$ cat config.mk
export PLATFORM = sky130hd
export DESIGN_NAME = tile_fetch_addresser
export DESIGN_NICKNAME = d
export VERILOG_FILES = /design/src/rtl/tfa_pkg.sv /design/src/rtl/tfa_line_ctl.sv /design/src/rtl/tfa_layer_walk.sv /design/src/rtl/tfa_tile_resolve.sv /design/src/rtl/tile_fetch_addresser.sv
export SDC_FILE = /design/constraint.sdc
export NUM_CORES = 1
export LEC_CHECK = 0
export BUFFER_PORTS_ARGS = -buffer_cell sky130_fd_sc_hd__buf_4
export CORE_AREA = 2 2 97 99
export DETAILED_ROUTE_END_ITERATION = 16
export DIE_AREA = 0 0 99 101
export PLACE_DENSITY = 0.76
export SYNTH_ARGS = -nofsm -noshare
export SYNTH_HDL_FRONTEND = slang
export SYNTH_SLANG_ARGS = --single-unit
$ cat constraint.sdc
create_clock -name clk -period 4 [get_ports clk]
set_input_delay 0.6 -clock clk [delete_from_list [all_inputs] [get_ports clk]]
set_output_delay 0.6 -clock clk [all_outputs]
set_load 0.02 [all_outputs]
$ cat src/rtl/tfa_pkg.sv
package tfa_pkg;
  localparam int COORD_W = 8;
  typedef logic [COORD_W-1:0] coord_t;

  typedef struct packed {
    coord_t line;
    coord_t scx;
    coord_t scy;
    coord_t wx;
    coord_t wy;
    logic   bg_sel;
    logic   win_sel;
    logic   signed_mode;
  } line_cfg_t;
endpackage

$ cat src/rtl/tfa_line_ctl.sv
module tfa_line_ctl
  import tfa_pkg::*;
#(
  parameter int SCREEN_W = 160,
  localparam int X_W = $clog2(SCREEN_W)
) (
  input  logic           clk,
  input  logic           rst_n,
  input  logic           line_valid,
  output logic           line_ready,
  input  line_cfg_t      cfg_in,
  output line_cfg_t      cfg_q,
  output logic           load,
  input  logic           px_ready,
  output logic           px_valid,
  output logic [X_W-1:0] x,
  output logic           last,
  output logic           fire
);
  logic busy;

  assign px_valid   = busy;
  assign line_ready = !busy;
  assign load       = line_valid && !busy;
  assign fire       = busy && px_ready;
  assign last       = (x == X_W'(SCREEN_W - 1));

  always_ff @(posedge clk) begin
    if (!rst_n) begin
      busy  <= 1'b0;
      x     <= '0;
      cfg_q <= '0;
    end else if (load) begin
      busy  <= 1'b1;
      x     <= '0;
      cfg_q <= cfg_in;
    end else if (fire) begin
      if (last) busy <= 1'b0;
      else      x    <= x + 1'b1;
    end
  end

  // a taken request starts the walk at screen X 0
  a_r2_start_zero: assert property (@(posedge clk) disable iff (!rst_n)
    load |=> (busy && x == '0));
  // a taken record moves X on by exactly one
  a_r2_x_advance: assert property (@(posedge clk) disable iff (!rst_n)
    (fire && !last) |=> (x == $past(x) + 1'b1));
  // the line ends once the last record is taken
  a_r2_done_after_last: assert property (@(posedge clk) disable iff (!rst_n)
    (fire && last) |=> !busy);
  // captured configuration does not move during a line
  a_r11_cfg_held: assert property (@(posedge clk) disable iff (!rst_n)
    (busy && !(fire && last)) |=> $stable(cfg_q));
endmodule

$ cat src/rtl/tfa_layer_walk.sv
module tfa_layer_walk #(
  parameter int TILE_W   = 8,
  parameter int MAP_COLS = 32,
  parameter bit WRAP     = 1'b1,
  localparam int FINE_W  = $clog2(TILE_W),
  localparam int COL_W   = $clog2(MAP_COLS)
) (
  input  logic              clk,
  input  logic              rst_n,
  input  logic              load,
  input  logic [COL_W-1:0]  init_col,
  input  logic [FINE_W-1:0] init_fine,
  input  logic              step,
  output logic [COL_W:0]    col,
  output logic [FINE_W-1:0] fine
);
  localparam logic [FINE_W-1:0] FINE_MAX = FINE_W'(TILE_W - 1);

  logic [COL_W:0] col_inc;

  generate
    if (WRAP) begin : g_wrap
      assign col_inc = {1'b0, col[COL_W-1:0] + 1'b1};

      // the background column wraps from the last map column to 0
      a_r5_col_wraps: assert property (@(posedge clk) disable iff (!rst_n)
        (step && !load && fine == FINE_MAX && col[COL_W-1:0] == {COL_W{1'b1}})
          |=> (col == '0));
    end else begin : g_flat
      assign col_inc = col + 1'b1;

      // the window column never leaves the map width
      a_r8_col_in_map: assert property (@(posedge clk) disable iff (!rst_n)
        step |-> (col < (COL_W+1)'(MAP_COLS)));
    end
  endgenerate

  always_ff @(posedge clk) begin
    if (!rst_n) begin
      col  <= '0;
      fine <= '0;
    end else if (load) begin
      col  <= {1'b0, init_col};
      fine <= init_fine;
    end else if (step) begin
      fine <= fine + 1'b1;
      if (fine == FINE_MAX) col <= col_inc;
    end
  end
endmodule

$ cat src/rtl/tfa_tile_resolve.sv
module tfa_tile_resolve #(
  parameter int ADDR_W     = 13,
  parameter int TILE_BYTES = 16,
  parameter int ROW_BYTES  = 2,
  parameter int FINE_W     = 3,
  localparam int TB_SH     = $clog2(TILE_BYTES),
  localparam int RB_SH     = $clog2(ROW_BYTES)
) (
  input  logic [7:0]        raw,
  input  logic              signed_mode,
  input  logic [FINE_W-1:0] fine_y,
  output logic [8:0]        tile,
  output logic [ADDR_W-1:0] data_addr
);
  always_comb begin
    tile      = (signed_mode && !raw[7]) ? {1'b1, raw} : {1'b0, raw};
    data_addr = ADDR_W'({tile, {TB_SH{1'b0}}}) + ADDR_W'({fine_y, {RB_SH{1'b0}}});
  end
endmodule

$ cat src/rtl/tile_fetch_addresser.sv
module tile_fetch_addresser
  import tfa_pkg::*;
#(
  parameter int SCREEN_W   = 160,
  parameter int TILE_W     = 8,
  parameter int MAP_COLS   = 32,
  parameter int ADDR_W     = 13,
  parameter int MAP0_BASE  = 'h1800,
  parameter int MAP1_BASE  = 'h1C00,
  parameter int WIN_X_OFS  = 7,
  parameter int WIN_X_LAST = 166,
  parameter int WIN_Y_LAST = 143
) (
  input  logic              clk,
  input  logic              rst_n,
  input  logic              line_valid,
  output logic              line_ready,
  input  logic [7:0]        line_num,
  input  logic [7:0]        scroll_x,
  input  logic [7:0]        scroll_y,
  input  logic [7:0]        win_x,
  input  logic [7:0]        win_y,
  input  logic              bg_map_sel,
  input  logic              win_map_sel,
  input  logic              signed_idx,
  output logic [12:0]       px_map_addr,
  input  logic [7:0]        map_data,
  output logic              px_valid,
  input  logic              px_ready,
  output logic [7:0]        px_x,
  output logic              px_win,
  output logic [8:0]        px_tile,
  output logic [2:0]        px_fine_x,
  output logic [2:0]        px_fine_y,
  output logic [12:0]       px_data_addr,
  output logic              px_last
);
  localparam int FINE_W = $clog2(TILE_W);
  localparam int COL_W  = $clog2(MAP_COLS);
  localparam int X_W    = $clog2(SCREEN_W);

  function automatic coord_t win_start(coord_t wx);
    return (wx >= coord_t'(WIN_X_OFS)) ? wx - coord_t'(WIN_X_OFS) : '0;
  endfunction

  function automatic logic [ADDR_W-1:0] map_base(logic sel);
    return sel ? ADDR_W'(MAP1_BASE) : ADDR_W'(MAP0_BASE);
  endfunction

  line_cfg_t         cfg_in, cfg_q;
  logic              load, fire, busy, last;
  logic [X_W-1:0]    x;
  logic [COL_W:0]    bg_col, win_col;
  logic [FINE_W-1:0] bg_fine, win_fine;
  coord_t            bg_row, win_row, sel_row, start_q, start_in;
  logic              win_line, pix_win;
  logic [COL_W:0]    sel_col;
  logic [ADDR_W-1:0] sel_base;

  assign cfg_in = '{line: line_num, scx: scroll_x, scy: scroll_y, wx: win_x, wy: win_y,
                    bg_sel: bg_map_sel, win_sel: win_map_sel, signed_mode: signed_idx};

  tfa_line_ctl #(.SCREEN_W(SCREEN_W)) u_ctl (
    .clk(clk), .rst_n(rst_n), .line_valid(line_valid), .line_ready(line_ready),
    .cfg_in(cfg_in), .cfg_q(cfg_q), .load(load), .px_ready(px_ready),
    .px_valid(busy), .x(x), .last(last), .fire(fire)
  );

  assign start_in = win_start(cfg_in.wx);
  assign start_q  = win_start(cfg_q.wx);
  assign win_line = (cfg_q.wx <= coord_t'(WIN_X_LAST)) &&
                    (cfg_q.wy <= coord_t'(WIN_Y_LAST)) &&
                    (cfg_q.line >= cfg_q.wy);
  assign pix_win  = busy && win_line && (COORD_W'(x) >= start_q);

  tfa_layer_walk #(.TILE_W(TILE_W), .MAP_COLS(MAP_COLS), .WRAP(1'b1)) u_bg_walk (
    .clk(clk), .rst_n(rst_n), .load(load),
    .init_col(cfg_in.scx[FINE_W +: COL_W]), .init_fine(cfg_in.scx[FINE_W-1:0]),
    .step(fire), .col(bg_col), .fine(bg_fine)
  );

  tfa_layer_walk #(.TILE_W(TILE_W), .MAP_COLS(MAP_COLS), .WRAP(1'b0)) u_win_walk (
    .clk(clk), .rst_n(rst_n), .load(load),
    .init_col('0), .init_fine(start_in[FINE_W-1:0]),
    .step(fire && pix_win), .col(win_col), .fine(win_fine)
  );

  assign bg_row  = cfg_q.line + cfg_q.scy;
  assign win_row = cfg_q.line - cfg_q.wy;
  assign sel_row  = pix_win ? win_row : bg_row;
  assign sel_col  = pix_win ? win_col : bg_col;
  assign sel_base = pix_win ? map_base(cfg_q.win_sel) : map_base(cfg_q.bg_sel);

  assign px_map_addr = sel_base
                     + ADDR_W'({sel_row[COORD_W-1:FINE_W], {COL_W{1'b0}}})
                     + ADDR_W'(sel_col);
  assign px_fine_x = pix_win ? win_fine : bg_fine;
  assign px_fine_y = sel_row[FINE_W-1:0];
  assign px_valid  = busy;
  assign px_x      = 8'(x);
  assign px_win    = pix_win;
  assign px_last   = busy && last;

  tfa_tile_resolve #(.ADDR_W(ADDR_W), .FINE_W(FINE_W)) u_resolve (
    .raw(map_data), .signed_mode(cfg_q.signed_mode), .fine_y(px_fine_y),
    .tile(px_tile), .data_addr(px_data_addr)
  );

  // a stalled record holds
  a_r3_hold: assert property (@(posedge clk) disable iff (!rst_n)
    (px_valid && !px_ready) |=> (px_valid && $stable(px_map_addr) && $stable(px_x) &&
                                 $stable(px_win) && $stable(px_fine_x)));
  // once the window starts on a line it covers the rest of it
  a_r7_win_sticky: assert property (@(posedge clk) disable iff (!rst_n)
    (px_valid && px_ready && px_win && !px_last) |=> px_win);
  // no window pixel when the window Y is off screen
  a_r6_win_off: assert property (@(posedge clk) disable iff (!rst_n)
    (px_valid && cfg_q.wy > coord_t'(WIN_Y_LAST)) |-> !px_win);
  // signed mode only yields indices 128..383
  a_r9_signed_range: assert property (@(posedge clk) disable iff (!rst_n)
    (px_valid && cfg_q.signed_mode) |-> (px_tile >= 9'd128 && px_tile <= 9'd383));
  // background fine X steps by one per taken record
  a_r5_fine_step: assert property (@(posedge clk) disable iff (!rst_n)
    (px_valid && px_ready && !px_win && !px_last)
      |=> (px_win || px_fine_x == $past(px_fine_x) + 1'b1));
endmodule

==> results of run 1 <==
-- worst min-delay path, stage by stage (launching register included) --
cell and delay, ns:
dfxtp_1 0.30, nand2_1 0.05, a21oi_1 0.05
-- stage by stage --
| stage | hold WS, ns | util | setup slack (ns) | total power [mW] | setup TNS [ns] |
|---|---|---|---|---|---|
| floorplan | 0.432 | - | -0.00692 | 1.03 | -0.00692 |
| global placement | 0.439 | 0.552 | 0.0190 | 1.16 | 0 |
| detailed placement | 0.442 | 0.552 | -0.0755 | 1.17 | -0.135 |
| CTS | 0.451 | 0.590 | -0.333 | 1.77 | -1.57 |
| global route | 0.480 | 0.598 | -0.527 | 1.87 | -3.16 |
| finish | 0.449 | 0.598 | -0.377 | 1.78 | -2.02 |
-- cells in the final DEF (no fill, tap or decap), types with 6 or more instances in the layout --
cell type / count
mux2_2: 8
dfxtp_1: 59
buf_6: 6
o21ai_0: 12
nor2b_1: 6
clkbuf_8: 12
ha_1: 32
nand2_1: 97
nor3_1: 6
a211oi_1: 7
xor2_1: 14
nor2_1: 33
a21oi_2: 6
nand2b_1: 6
xnor2_1: 6
buf_4: 106
nand4_1: 6
inv_1: 19
nand3_1: 12
mux2i_1: 6
a21oi_1: 55
-- registers in the layout, summed over array words and instances (netlist names) --
register / flops
u_bg_walk.col: 5
u_ctl.cfg_q: 35
u_win_walk.col: 6
u_win_walk.fine: 3
u_bg_walk.fine: 3
u_ctl.px_valid: 1
u_ctl.x: 8
-- worst paths after layout --
path | slack (ns) | start | cells after the start | to
max | -0.38 | u_ctl.cfg_q[15]$_SDFFE_PN0P_ | 18 | px_map_addr[12]
max reg2reg | 0.85 | u_ctl.cfg_q[15]$_SDFFE_PN0P_ | 12 | u_win_walk.col[3]$_SDFFE_PP0P_
min reg2reg | 0.45 | u_ctl.cfg_q[0]$_SDFFE_PN0P_ | 2 | u_ctl.cfg_q[0]$_SDFFE_PN0P_
min | 0.45 | u_ctl.cfg_q[0]$_SDFFE_PN0P_ | 2 | u_ctl.cfg_q[0]$_SDFFE_PN0P_
-- logic make-up after synthesis --
| group | Yosys count | synth area share |
|---|---|---|
| AO/OA/AOI/OAI | 134 | 0.212 |
| buffers and inverters | 63 | 0.0781 |
| multiplexers | 17 | 0.0426 |
| flip-flops | 61 | 0.287 |
| AND/OR/NAND/NOR | 200 | 0.220 |
| adder cells (fa/ha/maj) | 37 | 0.112 |
| other | 1 | 0.000880 |
| XOR/XNOR | 23 | 0.0473 |
-- cell type report --
type	count	area (sq um)
Clock buffer	13	169
Clock inverter	3	42.5
Fill cell	786	3610
Inverter	21	78.8
Multi-Input combinational cell	412	2850
Sequential cell	61	1220
Tap cell	111	139
Timing Repair Buffer	112	863
-- metal layers --
metal | vias up | wire length, um | part of all wire | GRT usage
li1 | 2029 | - | - | -
met1 | 1884 | 4800 | 0.45 | 0.276
met2 | 106 | 5210 | 0.48 | 0.372
met3 | 18 | 551 | 0.051 | 0.0437
met4 | 0 | 220 | 0.020 | 0.0674
met5 | - | 0 | 0 | 0
-- what timing repair did --
item                                   in CTS  in global routing
pin swaps                                   9                  4
gates resized for setup                    13                 13
setup buffers                               8                  4
endpoints found under the hold margin       0                  0
setup endpoints to repair                   7                 15
-- power by group --
part	switching (mW)	internal (mW)	total [mW]	leakage [nW]
Combinational	0.293	0.237	0.530	1.70
Clock	0.239	0.338	0.577	0.106
Sequential	0.0294	0.638	0.667	0.500
Total	0.562	1.21	1.78	2.31
==> impl_metrics.csv, run 1 <==
group,metric,value,unit
cells_and_area,final_area,5370,sq um
logic_synthesis,synthArstFlopShare,0,
global_routing,grt_util_all_layers,0.217,
worst_setup_path,startpoint_type,"register",
clock_tree,htree_levels,3,
place,dp_hpwl,8240,um
timing,setup-violations-final,7,
clock_tree,cts_made_buffers,9,
place,gp_congestion,0.890,
clock_tree,path_clk_slew,0.07,ns
worst_setup_path,slowest_delay,0.56,ns
detailed_routing,vias_per_cell,5.51,
global_routing,overflow,0,
min_path,hp-class,"register to register",
detailed_routing,drt-pass1-iter-count,5,
cells_and_area,layout.nets,709,
floorplanning,start_util,0.474,
global_routing,grt_pass1_vias,3830,
worst_setup_path,crit_slowest_cell,"or4_4",
clock_tree,cts_max_path_buffers,2,
cells_and_area,drive_gt1_frac,0.289,
floorplanning,die_x,99,um
floorplanning,row_count,35,
logic_synthesis,ys_seq_area_frac,0.287,
timing,finalHoldViolCount,0,
detailed_routing,vias,4037,
logic_synthesis,synthCells,536,
power_and_ir_drop,ir_drop,0.228,mV
cells_and_area,stdcell_count,733,
timing,fin_skew,0.00856,ns
worst_setup_path,path_buf_inv,1,
timing,slew_headroom,0.561,
clock_tree,root_buffer,"clkbuf_8",
place,io_buffers,85,
cells_and_area,syn_to_final_growth,26.0,%
logic_synthesis,yosysUniqueCellTypes,69,
clock_tree,clock_latency,0.34,ns
floorplanning,die_area,10000,sq um
global_routing,grt_max_degree,39,
worst_setup_path,cp_top_family,"simple AND/OR/NAND/NOR gates",
logic_synthesis,yosysMostFrequentCell,"nand2_1",
logic_synthesis,synth_top_area_cell,"dfxtp_1",
worst_setup_path,cp-end-kind,"primary output",
floorplanning,fp.dieH,101,um
logic_synthesis,synth_top_area_frac,0.287,
logic_synthesis,yosysWarnings,0,
detailed_routing,final_antenna_net_count,0,
detailed_routing,drt_iter0_markers,131,
floorplanning,io_pins,108,
logic_synthesis,synth_common_cells,"nand2_1 (100), dfxtp_1 (61), a21oi_1 (60), ha_1 (35), nor2_1 (34)",
detailed_routing,wl,10800,um
outcome,violations,"setup timing",
clock_tree,postCtsHoldBufs,0,
job,max-cap-violations,0,
logic_synthesis,ys_seq_elements,61,
clock_tree,cts_sinks,61,
outcome,status,"finished with violations",
worst_setup_path,crit_arrival,3.78,ns
detailed_routing,drcViolationCount,0,
detailed_routing,wl_per_cell,14.7,um
logic_synthesis,ys.flop_type,"dfxtp_1",
global_routing,grt_pass1_wl,17700,um
worst_setup_path,crit_path_max_fanout,5,
timing,fin_crit,4.38,ns
logic_synthesis,synth.cell_area,4260,sq um
worst_setup_path,crit_chain,"or4_4 -> nor2_4 -> nand2_2 -> nand2b_1 -> ha_2 -> o211ai_1 -> o21a_1 -> o21ai_2 -> nand4_4 -> nor2_4 -> a21oi_2 -> a21oi_2 -> ha_2 -> nand2_2 -> a2111oi_4 -> a41oi_2 -> or2_4 -> buf_6",
timing,max_freq,228,MHz
logic_synthesis,syn_area_per_cell,7.95,sq um
cells_and_area,n_antenna_cell,0,
clock_tree,cts_tree,"yes",
worst_setup_path,path_class,"register to primary output",
logic_synthesis,synth_edf_count,0,
logic_synthesis,synth_area_leaders,"dfxtp_1 (29%), ha_1 (10%), nand2_1 (8.8%), a21oi_1 (7.1%), buf_4 (3.7%)",
timing,rsz0062_at_grt,"true",
global_routing,antenna_found_initial,0,
worst_setup_path,cp_data_required_time,3.40,ns
timing,fin_crit_sh,1.09,
place,placed_area,4960,sq um
power_and_ir_drop,power.density,331,nW/um^2
timing,layout_setup_ws,-0.377,ns
logic_synthesis,synth_nets,628,
timing,slew_viol_final,0,
timing,worst_pin_slew,0.656,ns
place,dp_cells,707,
floorplanning,core-area,8980,sq um
power_and_ir_drop,p_leak,2.31,nW
Note: power is estimated with default switching activity, not from simulation.
==> run 2, diff against run 1 <==
--- a/config.mk
+++ b/config.mk
@@ -10,6 +10,8 @@
 export DETAILED_ROUTE_END_ITERATION = 16
 export DIE_AREA = 0 0 99 101
 export PLACE_DENSITY = 0.76
+export SETUP_SLACK_MARGIN = 0.05
+export SLEW_MARGIN = 40
 export SYNTH_ARGS = -nofsm -noshare
 export SYNTH_HDL_FRONTEND = slang
 export SYNTH_SLANG_ARGS = --single-unit
==> run 2 against run 1 <==
The flow still finishes with violations (setup timing). Routed wire length down 1.0%. Critical path type unchanged. Global-route usage shrank 0.52 points. Fmax down 0.58%. Critical endpoint is now px_map_addr[9]. Via count unchanged. Clock-buffer cell count is 2 lower. Clock skew is 0.0039 ns lower. Final area is 0.33% lower.
==> impl_metrics.csv, run 2 (same netlist as run 1, synthesis figures left out) <==
group,metric,value,unit
outcome,status,"finished with violations",
outcome,violations,"setup timing",
worst_setup_path,crit_start,"u_ctl.cfg_q[17]$_SDFFE_PN0P_",
worst_setup_path,path_class,"register to primary output",
timing,slew_headroom,0.585,
global_routing,antenna_found_initial,0,
worst_setup_path,startpoint_type,"register",
clock_tree,cts_max_path_buffers,2,
clock_tree,htree_levels,3,
cells_and_area,stdcell_count,728,
power_and_ir_drop,ir_drop,0.188,mV
detailed_routing,final_antenna_net_count,0,
place,place_ws,-0.113,ns
detailed_routing,drcViolationCount,0,
timing,worst_pin_slew,0.620,ns
worst_setup_path,reg2reg_from,"u_ctl.cfg_q[17]$_SDFFE_PN0P_",
clock_tree,cts_tree,"yes",
detailed_routing,drt-pass1-iter-count,5,
power_and_ir_drop,p_leak,2.28,nW
detailed_routing,wl_met1,4610,um
cells_and_area,largest_registers,"u_ctl.cfg_q: 35 flops, u_ctl.x: 8 flops, u_win_walk.col: 6 flops",
timing,slew_viol_final,0,
cells_and_area,layout_commonest_cell,"buf_4",
place,dp_hpwl,8200,um
timing,fin_skew,0.00469,ns
clock_tree,cts_made_buffers,9,
timing,fin_crit,4.40,ns
floorplanning,fp.dieH,101,um
detailed_routing,drt_iter0_markers,163,
clock_tree,cts_sinks,61,
global_routing,grt_max_degree,39,
cells_and_area,largest_reg_flops,35,
timing,fin_crit_sh,1.10,
clock_tree,path_clk_slew,0.06,ns
cells_and_area,syn_to_final_growth,25.6,%
floorplanning,row_count,35,
min_path,hp-class,"register to register",
timing,max_freq,227,MHz
global_routing,overflow,0,
cells_and_area,layout.nets,705,
detailed_routing,wl_met3,550,um
floorplanning,die_x,99,um
floorplanning,die_area,10000,sq um
cells_and_area,final_cell_mix,"buf_4 (99), nand2_1 (96), dfxtp_1 (59)",
timing,setup-violations-final,7,
detailed_routing,wl,10700,um
floorplanning,core-area,8980,sq um
worst_setup_path,r2r-end,"u_win_walk.col[2]$_SDFFE_PP0P_",
cells_and_area,drive_gt1_frac,0.285,
worst_setup_path,rrSetupSlack,0.80,ns
detailed_routing,wl_per_cell,14.7,um
clock_tree,clock_latency,0.34,ns
worst_setup_path,crit_arrival,3.80,ns
global_routing,grt_pass1_wl,17300,um
detailed_routing,vias,4037,
global_routing,grt_pass1_vias,3765,
worst_setup_path,crit_path_max_fanout,4,
power_and_ir_drop,power.density,325,nW/um^2
clock_tree,postCtsHoldBufs,0,
detailed_routing,wl_met2,5270,um
detailed_routing,top_layer_used,"met4",
timing,finalHoldViolCount,0,
worst_setup_path,reg2reg_depth,12,
floorplanning,start_util,0.474,
detailed_routing,vias_per_cell,5.55,
global_routing,grt_util_all_layers,0.212,
timing,layout_setup_ws,-0.403,ns
floorplanning,io_pins,108,
cells_and_area,n_antenna_cell,0,
cells_and_area,top_register,"u_ctl.cfg_q",
job,max-cap-violations,0,
clock_tree,root_buffer,"clkbuf_8",
worst_setup_path,cp-end-kind,"primary output",
place,dp_cells,706,
place,gp_congestion,0.927,
worst_setup_path,worstSetupEndpoint,"px_map_addr[9]",
worst_setup_path,cp_data_required_time,3.40,ns
timing,rsz0062_at_grt,"true",
place,io_buffers,85,
power_and_ir_drop,power.total,1.74,mW
-- run 2: how the worst min path moves through the flow --
stage / start / endpoint / slack, ns / depth (start not counted)
after floorplan: u_ctl.cfg_q[0]$_SDFFE_PN0P_ / u_ctl.cfg_q[0]$_SDFFE_PN0P_ / 0.43 / 2
after global placement: u_ctl.cfg_q[1]$_SDFFE_PN0P_ / u_ctl.cfg_q[1]$_SDFFE_PN0P_ / 0.44 / 2
after detailed placement: u_ctl.cfg_q[6]$_SDFFE_PN0P_ / u_ctl.cfg_q[6]$_SDFFE_PN0P_ / 0.45 / 2
after CTS: u_ctl.cfg_q[1]$_SDFFE_PN0P_ / u_ctl.cfg_q[1]$_SDFFE_PN0P_ / 0.47 / 2
after global routing: u_ctl.cfg_q[5]$_SDFFE_PN0P_ / u_ctl.cfg_q[5]$_SDFFE_PN0P_ / 0.49 / 2
final: u_ctl.cfg_q[1]$_SDFFE_PN0P_ / u_ctl.cfg_q[1]$_SDFFE_PN0P_ / 0.46 / 2
-- run 2: repair_timing --
| action | CTS | global route |
|---|---|---|
| pin swaps | 11 | 12 |
| gates resized for setup | 14 | 18 |
| setup buffers | 4 | 4 |
| endpoints found under the setup margin | 19 | 19 |
-- run 2: area by class of cell --
type,count,area (sq um)
multi-input cells,412,2860
repair buffers,108,853
well taps,111,139
clock buffers,11,151
inverters,21,78.8
fillers,829,3630
clock inverters,4,47.5
flip-flops and latches,61,1220
-- run 2: where the power goes --
part,internal (mW),leakage (nW),switching (mW),total (mW)
logic,0.230,1.68,0.291,0.521
registers,0.638,0.500,0.0288,0.667
clock network,0.316,0.101,0.237,0.552
-- run 2: per-stage QoR --
stage / TNS [ns] / hold slack (ns) / cell area [sq um] / util
finish: -2.32 / 0.462 / 5350 / 0.596
global route: -4.47 / 0.491 / 5350 / 0.596
CTS: -1.83 / 0.466 / 5250 / 0.584
detailed placement: -0.154 / 0.450 / 4950 / 0.552
global placement: 0 / 0.443 / 4950 / 0.552
floorplan: -0.00692 / 0.432 / 4310 / -
-- run 2: critical path, stage by stage (launching register included) --
cell,delay (ns)
dfxtp_2,0.32
or4_4,0.55
nor2_4,0.17
nand3_2,0.09
nand2_2,0.08
a22oi_2,0.05
ha_1,0.33
o2111ai_2,0.12
o21ai_2,0.22
nand4_4,0.14
nor2_4,0.20
buf_4,0.14
buf_6,0.10
mux2_4,0.31
ha_4,0.17
buf_6,0.11
o21ai_2,0.07
xnor2_2,0.12
buf_4,0.15
-- run 2: metal layers --
layer	vias up	global-route usage
met5	-	0
met4	0	0.0780
met3	23	0.0437
met2	102	0.368
met1	1893	0.260
li1	2019	-
==> run 3, diff against run 2 <==
--- a/config.mk
+++ b/config.mk
@@ -7,10 +7,12 @@
 export LEC_CHECK = 0
 export BUFFER_PORTS_ARGS = -buffer_cell sky130_fd_sc_hd__buf_4
 export CORE_AREA = 2 2 97 99
+export CTS_CLUSTER_SIZE = 10
 export DETAILED_ROUTE_END_ITERATION = 16
 export DIE_AREA = 0 0 99 101
 export PLACE_DENSITY = 0.76
 export SETUP_SLACK_MARGIN = 0.05
+export SKIP_LAST_GASP = 1
 export SLEW_MARGIN = 40
 export SYNTH_ARGS = -nofsm -noshare
 export SYNTH_HDL_FRONTEND = slang
==> run 3 against run 2 <==
The flow still finishes with violations (setup timing). Setup slack about the same. Sequential power about the same. Critical path depth unchanged. Fmax about the same. Final cell count unchanged. Sequential share of layout area about the same. Worst hold slack unchanged. First-iteration DRC count unchanged. Clock-buffer cell count unchanged. Power about the same. Core utilization about the same. Highest routed layer unchanged.
==> impl_metrics.csv, run 3 (same netlist as run 1, synthesis figures left out) <==
group,metric,value,unit
timing,fin_crit,4.40,ns
power_and_ir_drop,p_leak,2.28,nW
worst_setup_path,cp-end-kind,"primary output",
worst_setup_path,crit_slowest_cell,"or4_4",
worst_setup_path,crit_chain,"or4_4 -> nor2_4 -> nand3_2 -> nand2_2 -> a22oi_2 -> ha_1 -> o2111ai_2 -> o21ai_2 -> nand4_4 -> nor2_4 -> buf_4 -> buf_6 -> mux2_4 -> ha_4 -> buf_6 -> o21ai_2 -> xnor2_2 -> buf_4",
timing,max_freq,227,MHz
worst_setup_path,crit_path_max_fanout,4,
clock_tree,path_clk_slew,0.06,ns
detailed_routing,drt_iter0_markers,163,
clock_tree,postCtsHoldBufs,0,
detailed_routing,drt-pass1-iter-count,5,
global_routing,grt_pass1_vias,3765,
global_routing,grt_util_all_layers,0.212,
global_routing,grt_pass1_wl,17300,um
cells_and_area,largest_registers,"u_ctl.cfg_q: 35 flops, u_ctl.x: 8 flops, u_win_walk.col: 6 flops",
cells_and_area,layout.nets,705,
clock_tree,cts_tree,"yes",
cells_and_area,drive_gt1_frac,0.285,
global_routing,overflow,0,
place,io_buffers,85,
place,dp_hpwl,8200,um
min_path,hp-class,"register to register",
timing,worst_pin_slew,0.620,ns
timing,slew_headroom,0.585,
timing,layout_setup_ws,-0.403,ns
cells_and_area,final_cell_mix,"buf_4 (100), nand2_1 (96), dfxtp_1 (59)",
job,max-cap-violations,0,
detailed_routing,drcViolationCount,0,
timing,finalHoldViolCount,0,
cells_and_area,syn_to_final_growth,25.5,%
clock_tree,clock_latency,0.34,ns
floorplanning,die_area,10000,sq um
clock_tree,root_buffer,"clkbuf_8",
detailed_routing,vias_per_cell,5.54,
worst_setup_path,crit_arrival,3.80,ns
cells_and_area,largest_reg_flops,35,
cells_and_area,fillers,831,
detailed_routing,final_antenna_net_count,0,
worst_setup_path,slowest_delay,0.55,ns
cells_and_area,layout_commonest_cell,"buf_4",
clock_tree,htree_levels,3,
outcome,violations,"setup timing",
outcome,status,"finished with violations",
detailed_routing,vias,4036,
timing,fin_crit_sh,1.10,
global_routing,grtUsageMet3,0.0437,
power_and_ir_drop,power.density,326,nW/um^2
global_routing,grt_max_degree,39,
cells_and_area,n_antenna_cell,0,
floorplanning,io_pins,108,
place,gp_congestion,0.927,
timing,setup-violations-final,7,
clock_tree,cts_max_path_buffers,2,
worst_setup_path,startpoint_type,"register",
place,place_ws,-0.113,ns
floorplanning,core-area,8980,sq um
floorplanning,start_util,0.474,
floorplanning,fp.dieH,101,um
timing,fin_skew,0.00469,ns
cells_and_area,top_register,"u_ctl.cfg_q",
clock_tree,cts_sinks,61,
detailed_routing,wl,10700,um
global_routing,grt_util_met1,0.260,
detailed_routing,wl_per_cell,14.7,um
timing,hold_slack,0.462,ns
timing,rsz0062_at_grt,"true",
global_routing,gr-max-usage-layer,"met2",
worst_setup_path,cp_data_required_time,3.40,ns
worst_setup_path,path_class,"register to primary output",
cells_and_area,final_core_util,0.595,
global_routing,antenna_found_initial,0,
timing,slew_viol_final,0,
global_routing,met2_usage,0.368,
clock_tree,cts_made_buffers,9,
floorplanning,row_count,35,
floorplanning,die_x,99,um
power_and_ir_drop,ir_drop,0.188,mV
power_and_ir_drop,power.total,1.74,mW
==> run 3: repair_timing <==
item	in CTS	in global routing
pin swaps	11	12
gates resized for setup	13	18
setup endpoints to repair	19	19
buffers inserted	4	4
==> run 3: layer usage <==
| metal | wire length, um | up-vias |
|---|---|---|
| met1 | 4610 | 1892 |
| met5 | 0 | - |
| met2 | 5270 | 102 |
| met4 | 232 | 0 |
| li1 | - | 2019 |
| met3 | 550 | 23 |
==> run 3: power breakdown <==
part / internal, mW / switching, mW / total (mW)
Combinational: 0.229 / 0.291 / 0.521
Sequential: 0.638 / 0.0288 / 0.667
Clock: 0.316 / 0.237 / 0.552
==> run 3: area by class of cell <==
| class | count | area [sq um] | area share |
|---|---|---|---|
| flip-flops and latches | 61 | 1220 | 0.229 |
| repair buffers | 108 | 850 | 0.159 |
| inverters | 21 | 78.8 | 0.0147 |
| well taps | 111 | 139 | 0.0260 |
| clock buffers | 11 | 151 | 0.0283 |
| multi-input cells | 412 | 2860 | 0.534 |
| clock inverters | 4 | 47.5 | 0.00890 |
==> run 3: worst paths after layout <==
kind	cells past startpoint	start	to	slack, ns
max reg2reg	12	u_ctl.cfg_q[17]$_SDFFE_PN0P_	u_win_walk.col[2]$_SDFFE_PP0P_	0.80
min	2	u_ctl.cfg_q[1]$_SDFFE_PN0P_	u_ctl.cfg_q[1]$_SDFFE_PN0P_	0.46
min reg2reg	2	u_ctl.cfg_q[1]$_SDFFE_PN0P_	u_ctl.cfg_q[1]$_SDFFE_PN0P_	0.46
max	18	u_ctl.cfg_q[17]$_SDFFE_PN0P_	px_map_addr[9]	-0.40
==> run 3: stage by stage <==
step / cell area, sq um / instances / setup TNS, ns
after floorplan: 4310 / 536 / -0.00692
after global placement: 4950 / 706 / 0
after detailed placement: 4950 / 706 / -0.154
after CTS: 5240 / 725 / -1.85
after global routing: 5350 / 728 / -4.48
final: 5350 / 728 / -2.34
==> run 3: critical path: cells and delay by family, from the launching register on <==
family | cells | cell delay [ns]
flops | 1 | 0.32
mux | 1 | 0.31
compound gates | 4 | 0.46
simple gates | 6 | 1.23
fa+ha+maj | 2 | 0.50
buf+inv | 4 | 0.50
xor+xnor | 1 | 0.12
